**src/rtl/gpx_pkg.sv**
```systemverilog
package gpx_pkg;
  localparam int BYTE_W = 8;

  typedef enum logic [2:0] {
    ST_IDLE,
    ST_ADDR,
    ST_CMD,
    ST_WDATA,
    ST_ACK,
    ST_TX,
    ST_TXACK
  } slv_state_t;

  typedef enum logic [1:0] {
    K_IN  = 2'd0,
    K_OUT = 2'd1,
    K_POL = 2'd2,
    K_CFG = 2'd3
  } reg_kind_t;
endpackage

```
**src/rtl/gpx_sync.sv**
```systemverilog
module gpx_sync #(
  parameter int   W       = 1,
  parameter int   STAGES  = 2,
  parameter logic RST_BIT = 1'b0
) (
  input  logic         clk,
  input  logic         rst_n,
  input  logic [W-1:0] d,
  output logic [W-1:0] q
);
  logic [W-1:0] stg [STAGES];

  always_ff @(posedge clk or negedge rst_n) begin
    if (!rst_n) begin
      for (int s = 0; s < STAGES; s++) stg[s] <= {W{RST_BIT}};
    end else begin
      stg[0] <= d;
      for (int s = 1; s < STAGES; s++) stg[s] <= stg[s-1];
    end
  end

  assign q = stg[STAGES-1];
endmodule

```
**src/rtl/gpx_i2c_slave.sv**
```systemverilog
module gpx_i2c_slave
  import gpx_pkg::*;
#(
  parameter logic [3:0] ADDR_HI = 4'b0100
) (
  input  logic              clk,
  input  logic              rst_n,
  input  logic              scl,
  input  logic              sda,
  input  logic [2:0]        addr_sel,
  input  logic [BYTE_W-1:0] rd_byte,
  output logic              sda_drv,
  output logic              cmd_stb,
  output logic              wr_stb,
  output logic              rd_stb,
  output logic [BYTE_W-1:0] wr_byte
);
  localparam int CNT_W = $clog2(BYTE_W + 1);
  localparam logic [CNT_W-1:0] CNT_FULL = CNT_W'(BYTE_W);
  localparam logic [CNT_W-1:0] CNT_ONE  = CNT_W'(1);

  slv_state_t        state, ret_state;
  logic              scl_q, sda_q, mack;
  logic [BYTE_W-1:0] sr;
  logic [CNT_W-1:0]  cnt;
  logic              scl_rise, scl_fall, start_evt, stop_evt, byte_done, addr_hit;

  assign scl_rise  = scl & ~scl_q;
  assign scl_fall  = ~scl & scl_q;
  assign start_evt = scl & scl_q & sda_q & ~sda;
  assign stop_evt  = scl & scl_q & ~sda_q & sda;
  assign byte_done = scl_fall && (cnt == CNT_FULL);
  assign addr_hit  = (sr[BYTE_W-1:1] == {ADDR_HI, addr_sel});

  always_ff @(posedge clk or negedge rst_n) begin
    if (!rst_n) begin
      scl_q     <= 1'b1;
      sda_q     <= 1'b1;
      state     <= ST_IDLE;
      ret_state <= ST_IDLE;
      sr        <= '0;
      cnt       <= '0;
      mack      <= 1'b0;
      sda_drv   <= 1'b0;
      cmd_stb   <= 1'b0;
      wr_stb    <= 1'b0;
      rd_stb    <= 1'b0;
      wr_byte   <= '0;
    end else begin
      scl_q   <= scl;
      sda_q   <= sda;
      cmd_stb <= 1'b0;
      wr_stb  <= 1'b0;
      rd_stb  <= 1'b0;
      if (start_evt) begin
        state   <= ST_ADDR;
        cnt     <= '0;
        sda_drv <= 1'b0;
      end else if (stop_evt) begin
        state   <= ST_IDLE;
        sda_drv <= 1'b0;
      end else begin
        unique case (state)
          ST_ADDR, ST_CMD, ST_WDATA: begin
            if (scl_rise && cnt != CNT_FULL) begin
              sr  <= {sr[BYTE_W-2:0], sda};
              cnt <= cnt + CNT_ONE;
            end else if (byte_done) begin
              cnt <= '0;
              if (state == ST_ADDR) begin
                if (addr_hit) begin
                  sda_drv   <= 1'b1;
                  state     <= ST_ACK;
                  ret_state <= sr[0] ? ST_TX : ST_CMD;
                end else begin
                  state <= ST_IDLE;
                end
              end else begin
                sda_drv   <= 1'b1;
                state     <= ST_ACK;
                ret_state <= ST_WDATA;
                wr_byte   <= sr;
                if (state == ST_CMD) cmd_stb <= 1'b1;
                else                 wr_stb  <= 1'b1;
              end
            end
          end
          ST_ACK: begin
            if (scl_fall) begin
              state <= ret_state;
              if (ret_state == ST_TX) begin
                sda_drv <= ~rd_byte[BYTE_W-1];
                sr      <= {rd_byte[BYTE_W-2:0], 1'b0};
                cnt     <= CNT_ONE;
                rd_stb  <= 1'b1;
              end else begin
                sda_drv <= 1'b0;
                cnt     <= '0;
              end
            end
          end
          ST_TX: begin
            if (scl_fall) begin
              if (cnt == CNT_FULL) begin
                sda_drv <= 1'b0;
                mack    <= 1'b0;
                state   <= ST_TXACK;
              end else begin
                sda_drv <= ~sr[BYTE_W-1];
                sr      <= {sr[BYTE_W-2:0], 1'b0};
                cnt     <= cnt + CNT_ONE;
              end
            end
          end
          ST_TXACK: begin
            if (scl_rise) begin
              mack <= ~sda;
            end else if (scl_fall) begin
              if (mack) begin
                sda_drv <= ~rd_byte[BYTE_W-1];
                sr      <= {rd_byte[BYTE_W-2:0], 1'b0};
                cnt     <= CNT_ONE;
                rd_stb  <= 1'b1;
                state   <= ST_TX;
              end else begin
                state <= ST_IDLE;
              end
            end
          end
          default: ;
        endcase
      end
    end
  end

  // a START always reopens address reception
  p_start_to_addr_r10: assert property (@(posedge clk) disable iff (!rst_n)
    start_evt |=> state == ST_ADDR);

  // a STOP always idles the target with SDA released
  p_stop_to_idle_r10: assert property (@(posedge clk) disable iff (!rst_n)
    stop_evt |=> (state == ST_IDLE) && !sda_drv);

  // SDA is held low for the whole acknowledge phase
  p_ack_holds_low_r11: assert property (@(posedge clk) disable iff (!rst_n)
    state == ST_ACK |-> sda_drv);

  // an idle target never pulls the bus
  p_idle_released_r2: assert property (@(posedge clk) disable iff (!rst_n)
    state == ST_IDLE |-> !sda_drv);
endmodule

```
**src/rtl/gpx_regfile.sv**
```systemverilog
module gpx_regfile
  import gpx_pkg::*;
#(
  parameter int PORTS = 2
) (
  input  logic                    clk,
  input  logic                    rst_n,
  input  logic                    cmd_stb,
  input  logic                    wr_stb,
  input  logic                    rd_stb,
  input  logic [BYTE_W-1:0]       wr_byte,
  input  logic [PORTS*BYTE_W-1:0] pins_s,
  output logic [BYTE_W-1:0]       rd_byte,
  output logic [PORTS*BYTE_W-1:0] pin_out,
  output logic [PORTS*BYTE_W-1:0] pin_oe,
  output logic                    irq_n
);
  localparam int PW = $clog2(PORTS);
  localparam int NP = PORTS * BYTE_W;

  logic [NP-1:0] out_q, pol_q, cfg_q, in_q;
  reg_kind_t     kind;
  logic [PW-1:0] port;
  logic [PORTS-1:0] diff;
  int            base;

  assign base = int'(port) * BYTE_W;

  always_ff @(posedge clk or negedge rst_n) begin
    if (!rst_n) begin
      out_q <= '1;
      pol_q <= '0;
      cfg_q <= '1;
      in_q  <= '0;
      kind  <= K_IN;
      port  <= '0;
    end else begin
      if (cmd_stb) begin
        kind <= reg_kind_t'(wr_byte[PW+1:PW]);
        port <= wr_byte[PW-1:0];
      end else if (wr_stb || rd_stb) begin
        port <= port + 1'b1;
      end
      if (wr_stb) begin
        unique case (kind)
          K_OUT:   out_q[base +: BYTE_W] <= wr_byte;
          K_POL:   pol_q[base +: BYTE_W] <= wr_byte;
          K_CFG:   cfg_q[base +: BYTE_W] <= wr_byte;
          default: ;
        endcase
      end
      if (rd_stb && kind == K_IN) in_q[base +: BYTE_W] <= pins_s[base +: BYTE_W];
    end
  end

  always_comb begin
    unique case (kind)
      K_IN:    rd_byte = pins_s[base +: BYTE_W] ^ pol_q[base +: BYTE_W];
      K_OUT:   rd_byte = out_q[base +: BYTE_W];
      K_POL:   rd_byte = pol_q[base +: BYTE_W];
      default: rd_byte = cfg_q[base +: BYTE_W];
    endcase
  end

  for (genvar p = 0; p < PORTS; p++) begin : g_port
    assign diff[p] = |(cfg_q[p*BYTE_W +: BYTE_W] &
                       (pins_s[p*BYTE_W +: BYTE_W] ^ in_q[p*BYTE_W +: BYTE_W]));

    // an input read latches exactly the synchronised pins of that port
    p_latch_r7: assert property (@(posedge clk) disable iff (!rst_n)
      (rd_stb && kind == K_IN && port == PW'(p)) |=>
        in_q[p*BYTE_W +: BYTE_W] == $past(pins_s[p*BYTE_W +: BYTE_W]));
  end

  assign pin_out = out_q;
  assign pin_oe  = ~cfg_q;
  assign irq_n   = ~|diff;

  // each data byte steps the pointer to the other port
  p_ptr_step_r4: assert property (@(posedge clk) disable iff (!rst_n)
    ((wr_stb || rd_stb) && !cmd_stb) |=> port == PW'($past(port) + 1'b1));

  // writes aimed at an input register leave it untouched
  p_in_wr_ignored_r5: assert property (@(posedge clk) disable iff (!rst_n)
    (wr_stb && kind == K_IN) |=> $stable(in_q));

  // direction changes only through a write strobe
  p_cfg_hold_r5: assert property (@(posedge clk) disable iff (!rst_n)
    !wr_stb |=> $stable(cfg_q));
endmodule

```
**src/rtl/gpx_expander.sv**
```systemverilog
module gpx_expander
  import gpx_pkg::*;
#(
  parameter int         PORTS   = 2,
  parameter logic [3:0] ADDR_HI = 4'b0100
) (
  input  logic                    clk,
  input  logic                    rst_n,
  input  logic                    scl_i,
  input  logic                    sda_i,
  output logic                    sda_oe,
  input  logic [2:0]              addr_sel,
  input  logic [PORTS*BYTE_W-1:0] pin_in,
  output logic [PORTS*BYTE_W-1:0] pin_out,
  output logic [PORTS*BYTE_W-1:0] pin_oe,
  output logic                    irq_n
);
  localparam int NP = PORTS * BYTE_W;

  logic [1:0]        bus_s;
  logic [NP-1:0]     pins_s;
  logic              cmd_stb, wr_stb, rd_stb;
  logic [BYTE_W-1:0] wr_byte, rd_byte;

  gpx_sync #(.W(2), .STAGES(2), .RST_BIT(1'b1)) u_bus_sync (
    .clk (clk),
    .rst_n (rst_n),
    .d ({scl_i, sda_i}),
    .q (bus_s)
  );

  gpx_sync #(.W(NP), .STAGES(2), .RST_BIT(1'b0)) u_pin_sync (
    .clk (clk),
    .rst_n (rst_n),
    .d (pin_in),
    .q (pins_s)
  );

  gpx_i2c_slave #(.ADDR_HI(ADDR_HI)) u_slave (
    .clk (clk),
    .rst_n (rst_n),
    .scl (bus_s[1]),
    .sda (bus_s[0]),
    .addr_sel (addr_sel),
    .rd_byte (rd_byte),
    .sda_drv (sda_oe),
    .cmd_stb (cmd_stb),
    .wr_stb (wr_stb),
    .rd_stb (rd_stb),
    .wr_byte (wr_byte)
  );

  gpx_regfile #(.PORTS(PORTS)) u_regs (
    .clk (clk),
    .rst_n (rst_n),
    .cmd_stb (cmd_stb),
    .wr_stb (wr_stb),
    .rd_stb (rd_stb),
    .wr_byte (wr_byte),
    .pins_s (pins_s),
    .rd_byte (rd_byte),
    .pin_out (pin_out),
    .pin_oe (pin_oe),
    .irq_n (irq_n)
  );
endmodule

```
**config.mk**
```make
export PLATFORM = sky130hd
export DESIGN_NAME = gpx_expander
export DESIGN_NICKNAME = d
export VERILOG_FILES = /design/src/rtl/gpx_pkg.sv /design/src/rtl/gpx_sync.sv /design/src/rtl/gpx_i2c_slave.sv /design/src/rtl/gpx_regfile.sv /design/src/rtl/gpx_expander.sv
export SDC_FILE = /design/constraint.sdc
export NUM_CORES = 1
export LEC_CHECK = 0
export ABC_AREA = 1
export BUFFER_PORTS_ARGS = -buffer_cell sky130_fd_sc_hd__buf_2
export CORE_MARGIN = 4
export CORE_UTILIZATION = 25
export DETAILED_ROUTE_END_ITERATION = 7
export GPL_TIMING_DRIVEN = 0
export PLACE_DENSITY = 0.49
export SLEW_MARGIN = 20
export SYNTH_ARGS = -nofsm -noshare
export SYNTH_HDL_FRONTEND = slang
export SYNTH_SLANG_ARGS = --single-unit
export TNS_END_PERCENT = 5
```
**constraint.sdc**
```tcl
create_clock -name clk -period 1.8 [get_ports clk]
set_input_delay 0.09 -clock clk [delete_from_list [all_inputs] [get_ports clk]]
set_output_delay 0.09 -clock clk [all_outputs]
set_load 0.03 [all_outputs]
```
# --- After elaboration in Yosys (flattened, before gate mapping) ---
# Cells that the tools add are included.
# Widths: inputs -> output; s select.
word_totals:
  ff_bits: 136
  input_bits: 23
  output_inout_bits: 34
  word_cells: 203
op_classes:
  n_addsub: 3
  n_eq_ne: 41
  shifts: 7
  mux: 84
  bitwise: 23
  reduce_logical: 23
ops:
  columns: ["cell", "count"]
  rows:
  - ["$shiftx 8x33->16", 2]
  - ["$bwmux 16", 4]
  - ["$mux 8", 8]
  - ["$shiftx 16x5->8", 4]
  - ["$mux 3", 15]
  - ["$mux 1", 40]
  - ["$mux 4", 10]
  - ["$neg 4->33", 1]
  - ["$shift 8x33->16 const A", 1]
  - ["$pmux 8 s4", 1]
  - ["$ne 4x1->1 const B", 7]
  - ["$pmux 8 s3", 1]
  - ["$xor 8x8->8", 3]
  - ["$ne 2x1->1 const B", 10]
  - ["$reduce_and 6->1", 3]
  - ["$reduce_and 9->1", 2]
  - ["$and 8x8->8", 2]
  - ["$not 16->16", 1]
  - ["$pmux 4 s4", 1]
  - ["$reduce_or 16->1", 1]
  - ["$eq 3x3->1 const B", 4]
  - ["$ne 3x1->1 const B", 4]
  - ["$pmux 3 s4", 1]
  - ["$reduce_and 11->1", 1]
  - ["29 further kinds", 54]

# --- Logic depth before layout (Yosys ltp) ---
# Gate-level depths: netlist of run 1.
depth:
  word_depth: 10
  ltp_mapped: 11
  depth_no_buf: 11

# --- Hierarchy ---
# Synthesis of run 1 repeated with hierarchy kept, for this count alone.
unflattened:
  cells_unflattened: 823
  area_unflattened_um2: 6648.9
by_module_without_submodules:
  columns: ["module", "instances", "cells_per_inst", "area_per_inst_um2", "seq_area_each_um2"]
  rows:
  - ["gpx_regfile", 1, 496, 3669.8, 1716.6]
  - ["gpx_i2c_slave", 1, 273, 1938.1, 828.3]
  - ["gpx_sync at u_pin_sync", 1, 48, 920.9, 800.8]
  - ["gpx_sync at u_bus_sync", 1, 6, 120.1, 105.1]

# --- Worst setup path after synthesis of run 1 ---
# Ideal clock, no wire load.
synth_path:
  path_type: "register -> output"
  start: "register u_regs.cfg_q[7]"
  end: "output port irq_n"
  arrival_time_ps: 1495
  t_required_ps: 1710
  path_slack_ps: 215
  path_stages_with_launch: 7
  path_buffers: 0
  path_cell_list: "dfstp_2 -> inv_1 -> a21oi_1 -> o21ai_0 -> o2111ai_1 -> or2_2 -> nor2_1"
synth_via:
  elab_chain_len: 3
synth_rtl:
  columns: ["element", "line", "rtl"]
  rows:
  - ["start, declared", "gpx_regfile.sv:21", "logic [NP-1:0] out_q, pol_q, cfg_q, in_q;"]
  - ["start signal, assigned by index", "gpx_regfile.sv:48", "K_CFG: cfg_q[base +: BYTE_W] <= wr_byte;"]
  - ["$and 8x8->8", "gpx_regfile.sv:66", "assign diff[p] = |(cfg_q[p*BYTE_W +: BYTE_W] &"]
  - ["$reduce_or 16->1", "gpx_regfile.sv:77", "assign irq_n = ~|diff;"]
  - ["$logic_not 1->1", "gpx_regfile.sv:77", null]
  - ["end, declared", "gpx_expander.sv:16", "output logic irq_n"]
# No other way between the ends.

# --- Worst setup path after layout of run 1 ---
# Ends and elaborated chain as after synthesis.

==> results of run 1 <==
worst paths after layout:
path,start,to,cells past startpoint,slack (ps)
hold reg to reg,u_pin_sync.stg[27],u_pin_sync.q[11],0,350
min in group clk,addr_sel[0],u_slave.sda_drv,10,290
setup / recovery,u_regs.cfg_q[7],irq_n,7,-30
max in group asynchronous,rst_n,u_regs.cfg_q[3],3,830
hold / removal,rst_n,u_slave.ret_state[1],2,220
setup reg to reg,u_regs.port,u_slave.sr[7],11,50
cell type report:
class	instances	area, um2	area share, %
sequential	136	3450	44.4
multi-input combinational	514	2470	31.8
timing repair buffer	78	529	6.80
clock buffer	19	433	5.56
tap	324	405	5.21
inverter	67	256	3.30
buffer	22	124	1.59
clock inverter	13	110	1.42
kinds of logic after synthesis:
group / after synthesis / share of synthesized area, %
buffers and inverters: 89 / 5.89
XOR/XNOR: 6 / 0.850
AND/OR/NAND/NOR: 347 / 23.8
AO/OA/AOI/OAI: 159 / 13.2
flip-flops: 136 / 55.8
adder cells (fa/ha/maj): 2 / 0.405
stage by stage:
stage                     std cells  total power, uW  hold slack (ps)  cell area, um2
after floorplan                 739             4740             -206            6180
after global placement         1119             5240              195            6870
after detailed placement       1120             5240              106            6910
after CTS                      1171             8600              236            7670
after global routing           1173             9130              271            7780
final                          1173             8630              219            7780
critical path: stages (launching register included):
cell and delay (ps):
dfstp_2 370, inv_2 90, a21oi_1 50, o21ai_0 90, o2111ai_1 150, or2_2 300
nor2_2 120, buf_6 150
registers in the layout (all words and copies together), names as in the netlist, 8 cells and up:
| name | count |
|---|---|
| u_pin_sync.q | 16 |
| u_pin_sync.stg | 16 |
| u_regs.cfg_q | 16 |
| u_regs.in_q | 16 |
| u_regs.pin_out | 16 |
| u_regs.pol_q | 16 |
| u_slave.sr | 8 |
| u_slave.wr_byte | 8 |
routing by layer:
layer	track usage, %	vias to the layer above	routed length (um)
met4	3.78	0	271
li1	-	2587	-
met5	0	-	0
met2	20.7	103	7990
met1	19.0	2520	8380
met3	3.20	19	753
cells in the final DEF, fill, tap and decap left out, drive strengths merged:
cell,instances
dfrtp,98
xor2,3
ha,2
nor3,6
o21a,1
o21ai,116
nor2,63
or2,1
clkinv,4
nand4,2
xnor2,3
o31ai,1
buf,70
and2,1
nand3,48
clkinvlp,2
a21oi,32
nor4,1
clkbuf,30
inv,74
dlygate4sd3,19
nand2,225
o2111ai,1
a21o,3
dfstp,38
o22ai,5
repair_timing:
| action | CTS | global route |
|---|---|---|
| resized for setup | 12 | 45 |
| pin swaps | 1 | 4 |
| endpoints found under the hold margin | 64 | 0 |
| setup endpoints to repair | 17 | 68 |
| hold buffers | 19 | 0 |
| setup buffers | 0 | 2 |
cells in the mapped netlist (4+ instances only):
master and instances:
nand2_1 219, nor2_4 4, inv_1 65, dfrtp_1 98, nor2_1 53, o21ai_0 110
nand3_1 46, nand2_2 5, nor2_2 6, buf_2 10, a21oi_1 32, clkbuf_1 8
dfstp_2 38, nor3_1 5, o22ai_1 5, o21ai_1 6
power breakdown:
part	switching (uW)	leakage, uW	internal [uW]	total, uW
combinational	1260	0.00151	635	1900
clock	1470	0.000262	1800	3270
sequential	189	0.00165	3270	3460
total	2920	0.00343	5710	8630
==> flow_summary.json, run 1 <==
{
  "clk_pin_slew_ps": 60,
  "finalNetCount": 861,
  "synth.distinct_cells": 36,
  "hold_viol_final": 0,
  "wl_um": 17400,
  "clockRootBuffer": "clkbuf_16",
  "synth_edf_count": 0,
  "cp_max_fo": 3,
  "yosysSeqAreaShare_pct": 55.8,
  "async_flop_share_pct": 100,
  "synth_nets": 764,
  "post_drt_wl_per_cell_um": 14.8,
  "synthTopCellsByArea": "dfrtp_1 (40%), dfstp_2 (16%), nand2_1 (13%), o21ai_0 (8.9%), inv_1 (3.9%)",
  "die_w_um": 165,
  "place_hpwl_um": 12500,
  "synth_top_area_cell": "dfrtp_1",
  "cellPowerDensity_nw_per_um2": 1110,
  "cp-end-kind": "output pin",
  "clk_latency_ps": 430,
  "synth_ff_type": "dfrtp_1",
  "grt_max_degree": 71,
  "grt_pass1_vias": 5032,
  "maxSlewHeadroom_pct": 63.2,
  "yosys_warnings": 0,
  "critical_path_arrival_ps": 1740,
  "antenna_found_initial": 0,
  "setup_tns_ps": -29.3,
  "fin_crit_sh_pct": 102,
  "num_antenna_cells": 0,
  "die_h_um": 165,
  "violations": "setup timing",
  "num_vias": 5229,
  "die_area_um2": 27300,
  "cp_data_required_time_ps": 1710,
  "drv_slew": 0,
  "crit_path_start_kind": "flip-flop",
  "drt_first_pass_iters": 4,
  "p_leak_uw": 0.00343,
  "track_usage_pct": 13.5,
  "routed_via_density": 4.46,
  "start_util_pct": 25.4,
  "h-tree-depth": 4,
  "fill_cells": 2585,
  "fin_util_pct": 32.0,
  "postRouteAntennaNets": 0,
  "ys_ff_latch": 136,
  "gp_congestion": 0.859,
  "cts_made_buffers": 17,
  "peakVddDrop_uv": 528,
  "synth_top_area_share_pct": 39.7,
  "synth_area_per_cell_um2": 8.37,
  "dp_slack_ps": -71.4,
  "fin_ws_ps": -29.3,
  "area_growth_pct": 25.8,
  "drive_gt1_share_pct": 22.6,
  "worstSetupPathType": "reg2out",
  "grt_pass1_wl_um": 28100,
  "cts_sinks": 136,
  "fin_crit_ps": 1830,
  "cts_tree": "done",
  "synth_area_um2": 6180,
  "cts_buffer_depth": 2,
  "status": "finished, violations left",
  "grt_overflow": 0,
  "drt-initial-drc-count": 455,
  "core_um2": 24300,
  "num_io_pins": 57,
  "finalClockSkew_ps": 9.69,
  "drc": 0,
  "num_rows": 57,
  "fmax_mhz": 547,
  "cap_violations": 0,
  "hold_path.class": "in2async",
  "worst_pin_slew_ps": 552,
  "port_buffers": 56,
  "netlist_instances": 739,
  "setup_violations": 1,
  "rsz0062_at_grt": "true"
}
Note: power is estimated with default switching activity, not from simulation.
==> inputs of run 2 (changes only) <==
Settings changed: CORE_MARGIN 4 to 10.
==> run 2 against run 1 <==
Net effect:
- the flow now finishes without violations
- first-iteration DRC count is 5.5% lower
- count of clock-buffer cells in the layout stayed put
- sequential power hardly changed
- clock power is 2% higher
- final cell count is 0.26% higher
- design area is 1.0% higher
- via count is 0.94% lower
- wire length is 2.8% higher
- flip-flop and latch count stayed put
- non-clock buffer count is 2 higher
- clock skew is 0.81 ps lower
- register-to-register slack better by 20 ps
- critical path type unchanged
==> flow_summary.json, run 2 (synthesized netlist as in run 1, its figures left out) <==
{
  "cp_data_required_time_ps": 1710,
  "finalNetCount": 863,
  "grt_overflow": 0,
  "cellPowerDensity_nw_per_um2": 1110,
  "cap_violations": 0,
  "die_area_um2": 31400,
  "multiInputGateArea_um2": 2510,
  "num_rows": 57,
  "fin_crit_ps": 1780,
  "worstSetupPathType": "reg2out",
  "postRouteAntennaNets": 0,
  "num_vias": 5180,
  "track_usage_pct": 11.7,
  "seq_area_um2": 3450,
  "swShare_pct": 33.5,
  "dp.cells": 1120,
  "pwr-share-comb_pct": 22.4,
  "place_hpwl_um": 13000,
  "gp_congestion": 0.838,
  "p_int_uw": 5810,
  "antenna_found_initial": 1,
  "cts_tree": "done",
  "grt_max_degree": 87,
  "clk_pin_slew_ps": 60,
  "grt_pass1_wl_um": 28400,
  "cp-end-kind": "output pin",
  "drive_gt1_share_pct": 23.9,
  "hold_path.class": "in2async",
  "peakVddDrop_uv": 411,
  "crit_path_start_kind": "flip-flop",
  "post_drt_wl_per_cell_um": 15.2,
  "hold_viol_final": 0,
  "fmax_mhz": 563,
  "port_buffers": 56,
  "drt-initial-drc-count": 430,
  "start_util_pct": 25.4,
  "drt_first_pass_iters": 5,
  "rsz0062_at_grt": "true",
  "p_clk_share_pct": 38.0,
  "cts_made_buffers": 17,
  "maxSlewHeadroom_pct": 71.1,
  "wl_um": 17900,
  "core_um2": 24300,
  "routed_via_density": 4.40,
  "fin_crit_sh_pct": 98.6,
  "die_h_um": 177,
  "fill_cells": 2590,
  "die_w_um": 177,
  "setup_tns_ps": 0,
  "drv_slew": 0,
  "p_leak_uw": 0.00346,
  "finalClockSkew_ps": 8.88,
  "p_seq_share_pct": 39.6,
  "status": "finished, final reports clean",
  "cp_max_fo": 3,
  "final_cell_mix": "nand2_1 (211), o21ai_0 (99), dfrtp_1 (98), inv_1 (62), buf_2 (60)",
  "setup_violations": 0,
  "drc": 0,
  "worst_pin_slew_ps": 434,
  "clockRootBuffer": "clkbuf_16",
  "critical_path_arrival_ps": 1690,
  "stdcell_count": 1176,
  "num_io_pins": 57,
  "h-tree-depth": 4,
  "clk_latency_ps": 430,
  "final_common_cell": "nand2_1",
  "cts_buffer_depth": 2,
  "cts_sinks": 136,
  "grt_pass1_vias": 5170,
  "p_switching_uw": 2930,
  "area_growth_pct": 27.1
}
## run 2: cell type report
cell class	count	area share, %
clock buffers	19	5.76
multi-input cells	514	31.9
plain buffers	22	1.67
flip-flops and latches	136	43.9
well taps	324	5.16
repair buffers	80	6.92
clock inverters	13	1.37
diodes	1	0.0318
inverters	67	3.26
## run 2: path summary, 6_finish.rpt
kind                                    start            endpoint  slack (ps)  cells after the start
setup reg to reg               u_regs.kind[0]     u_regs.pol_q[7]          70                      6
min in group clk                  addr_sel[1]     u_slave.sda_drv         290                     10
max in group asynchronous               rst_n  u_regs.pin_out[14]         880                      3
hold reg to reg            u_pin_sync.stg[21]     u_pin_sync.q[5]         350                      0
setup / recovery              u_pin_sync.q[2]               irq_n          20                      6
hold / removal                          rst_n     u_slave.sda_drv         150                      2
## run 2: power groups by stage
| stage | clock [uW] | sequential, uW | combinational (uW) |
|---|---|---|---|
| 3_3_place_gp | 0 | 3500 | 1740 |
| 5_1_grt | 3560 | 3490 | 2200 |
| 6_report | 3320 | 3460 | 1960 |
| 3_5_place_dp | 0 | 3500 | 1750 |
| 2_1_floorplan | 0 | 3470 | 1260 |
| 4_1_cts | 3400 | 3460 | 1800 |
## run 2: what timing repair did
item                                   4_1_cts  5_1_grt
setup endpoints to repair                   22       60
hold buffers                                19        0
gates resized for setup                     14       57
endpoints found under the hold margin       68        0
setup buffers                                0        4
pin swaps                                    3       10
## run 2: layer usage
layer | wire [um] | global-route usage [%] | vias up
li1 | - | - | 2596
met1 | 8460 | 15.3 | 2473
met2 | 8290 | 18.4 | 92
met3 | 885 | 2.90 | 19
met4 | 254 | 3.89 | 0
met5 | 0 | 0 | -
## run 2: worst max-delay path, stage by stage, from the launching register on
cell	delay, ps
dfrtp_1	390
o21ai_1	140
a21o_1	100
o2111ai_1	130
or2_4	280
nor2_4	80
buf_6	130
## run 2: through the flow
stage	hold slack, ps	setup WS [ps]	util [%]	power, uW	area (um2)
2_1_floorplan	-206	215	-	4740	6180
3_3_place_gp	195	-1370	28.2	5240	6870
3_5_place_dp	33.9	-92.0	28.4	5250	6910
4_1_cts	167	-18.7	31.6	8650	7690
5_1_grt	184	-80.9	32.3	9250	7860
6_report	152	24.5	32.3	8740	7860
==> inputs of run 3 (changes only) <==
Settings changed: PLACE_DENSITY 0.49 to 0.38, SETUP_SLACK_MARGIN set to 0.15.
==> run 3 against run 2 <==
Net effect:
- first-iteration DRC count shrank 19%
- largest power group is now the clock network
- global-route usage grew 1.2 points
- setup slack lost 11 ps
- register-to-register slack gained 60 ps
- power grew 5.4%
- combinational power grew 13%
- critical endpoint unchanged
- sequential power is essentially flat
- critical path depth is the same
- wire length grew 9.5%
- clock skew is essentially flat
- utilization grew 1.5 points
- clock power grew 6.0%
==> flow_summary.json, run 3 (synthesized netlist as in run 1, its figures left out) <==
{
  "cts_buffer_depth": 2,
  "hold_path.class": "in2async",
  "fin_crit_ps": 1790,
  "place_hpwl_um": 14100,
  "cts_tree": "done",
  "cap_violations": 0,
  "drt-initial-drc-count": 347,
  "h-tree-depth": 4,
  "die_area_um2": 31400,
  "clockRootBuffer": "clkbuf_16",
  "grt_max_degree": 87,
  "num_rows": 57,
  "cts_sinks": 136,
  "drc": 0,
  "clk_pin_slew_ps": 60,
  "drt_first_pass_iters": 5,
  "dp_slack_ps": -49.0,
  "grt_pass1_vias": 5324,
  "crit_path_start_kind": "flip-flop",
  "crit_family": "flip-flops",
  "antenna_found_initial": 0,
  "setup_tns_ps": 0,
  "num_io_pins": 57,
  "drv_slew": 0,
  "hold_viol_final": 0,
  "post_drt_wl_per_cell_um": 16.6,
  "cellPowerDensity_nw_per_um2": 1120,
  "path_cells": "o21ai_1 > a21o_1 > o2111ai_1 > or2_4 > nor2_4 > buf_6",
  "num_antenna_cells": 0,
  "cp_max_fo": 3,
  "path_buf_inv": 1,
  "gp_congestion": 0.861,
  "status": "finished, final reports clean",
  "fin_ws_ps": 13.0,
  "die_h_um": 177,
  "cp-end-kind": "output pin",
  "core_um2": 24300,
  "fmax_mhz": 560,
  "area_growth_pct": 32.9,
  "peakVddDrop_uv": 552,
  "clk_latency_ps": 430,
  "start_util_pct": 25.4,
  "num_vias": 5272,
  "cts_made_buffers": 17,
  "final_common_cell": "nand2_1",
  "critical_path_arrival_ps": 1700,
  "final_cell_mix": "nand2_1 (201), dfrtp_1 (97), o21ai_0 (91), buf_2 (57), inv_1 (55)",
  "setup_violations": 0,
  "drive_gt1_share_pct": 30.6,
  "routed_via_density": 4.46,
  "worst_path_max_delay_cell": "dfrtp_1",
  "worst_pin_slew_ps": 462,
  "die_w_um": 177,
  "cp_data_required_time_ps": 1710,
  "finalClockSkew_ps": 9.08,
  "rsz0062_at_grt": "true",
  "postRouteAntennaNets": 0,
  "p_leak_uw": 0.00359,
  "crit_path_max_incr_delay_ps": 400,
  "grt_pass1_wl_um": 31100,
  "worstSetupPathType": "reg2out",
  "wl_um": 19600,
  "track_usage_pct": 12.8,
  "maxSlewHeadroom_pct": 69.1,
  "finalNetCount": 869,
  "grt_overflow": 0,
  "port_buffers": 56,
  "fin_crit_sh_pct": 99.3
}
==> run 3: changes by cell type in the layout (fill, tap and decap cells not counted), moves of 6 or more <==
cell     change
inv_6        -6
nor2_1       -6
inv_1        -7
nand2_1     -10
o21ai_2      +6
nand3_1     -11
a21oi_2      +6
o21ai_0      -8
nand3_2      +9
a21oi_1      -6
inv_2        +6
==> run 3: routing by layer <==
metal	wire, um	track usage, %
met1	9520	17.3
met2	9150	20.2
met3	663	2.54
met4	251	4.34
met5	0	0
==> run 3: timing repair <==
| action | CTS | global route |
|---|---|---|
| gates resized for setup | 74 | 84 |
| pin swaps | 27 | 37 |
| setup buffers | 8 | 2 |
| endpoints found under the setup margin | 60 | 82 |
| endpoints found under the hold margin | 68 | 0 |
| hold buffers | 19 | 0 |
==> run 3: final timing paths <==
| path | start | end | slack, ps | cells past startpoint |
|---|---|---|---|---|
| hold / removal | rst_n | u_pin_sync.q[4] | 160 | 2 |
| setup reg to reg | u_regs.port | u_slave.sr[6] | 130 | 9 |
| setup / recovery | u_regs.in_q[2] | irq_n | 10 | 6 |
| min in group clk | addr_sel[2] | u_slave.ret_state[1] | 280 | 8 |
| max in group asynchronous | rst_n | u_bus_sync.q[0] | 870 | 3 |
| hold reg to reg | u_pin_sync.stg[26] | u_pin_sync.q[10] | 350 | 0 |
==> run 3: final cells by class <==
cell class                      instances  area [um2]
Buffer                                 22         164
Clock buffer                           19         443
Clock inverter                         13         146
Fill cell                            2551       16100
Inverter                               67         262
Multi-Input combinational cell        514        2750
Sequential cell                       136        3450
Tap cell                              324         405
Timing Repair Buffer                   86         597
==> run 3: per-stage QoR <==
step / cells / power [uW] / util [%] / cell area, um2 / hold slack, ps
after floorplan: 739 / 4740 / - / 6180 / -206
after global placement: 1119 / 5290 / 28.2 / 6870 / 197
after detailed placement: 1120 / 5280 / 28.4 / 6910 / 31.1
after CTS: 1179 / 9100 / 32.7 / 7950 / 171
after global routing: 1181 / 9740 / 33.8 / 8220 / 208
final: 1181 / 9210 / 33.8 / 8220 / 163
==> run 3: where the power goes <==
| part | switching, uW | internal, uW | total (uW) |
|---|---|---|---|
| registers | 204 | 3280 | 3480 |
| clock network | 1440 | 2090 | 3520 |
| logic | 1440 | 770 | 2210 |
| total | 3080 | 6130 | 9210 |
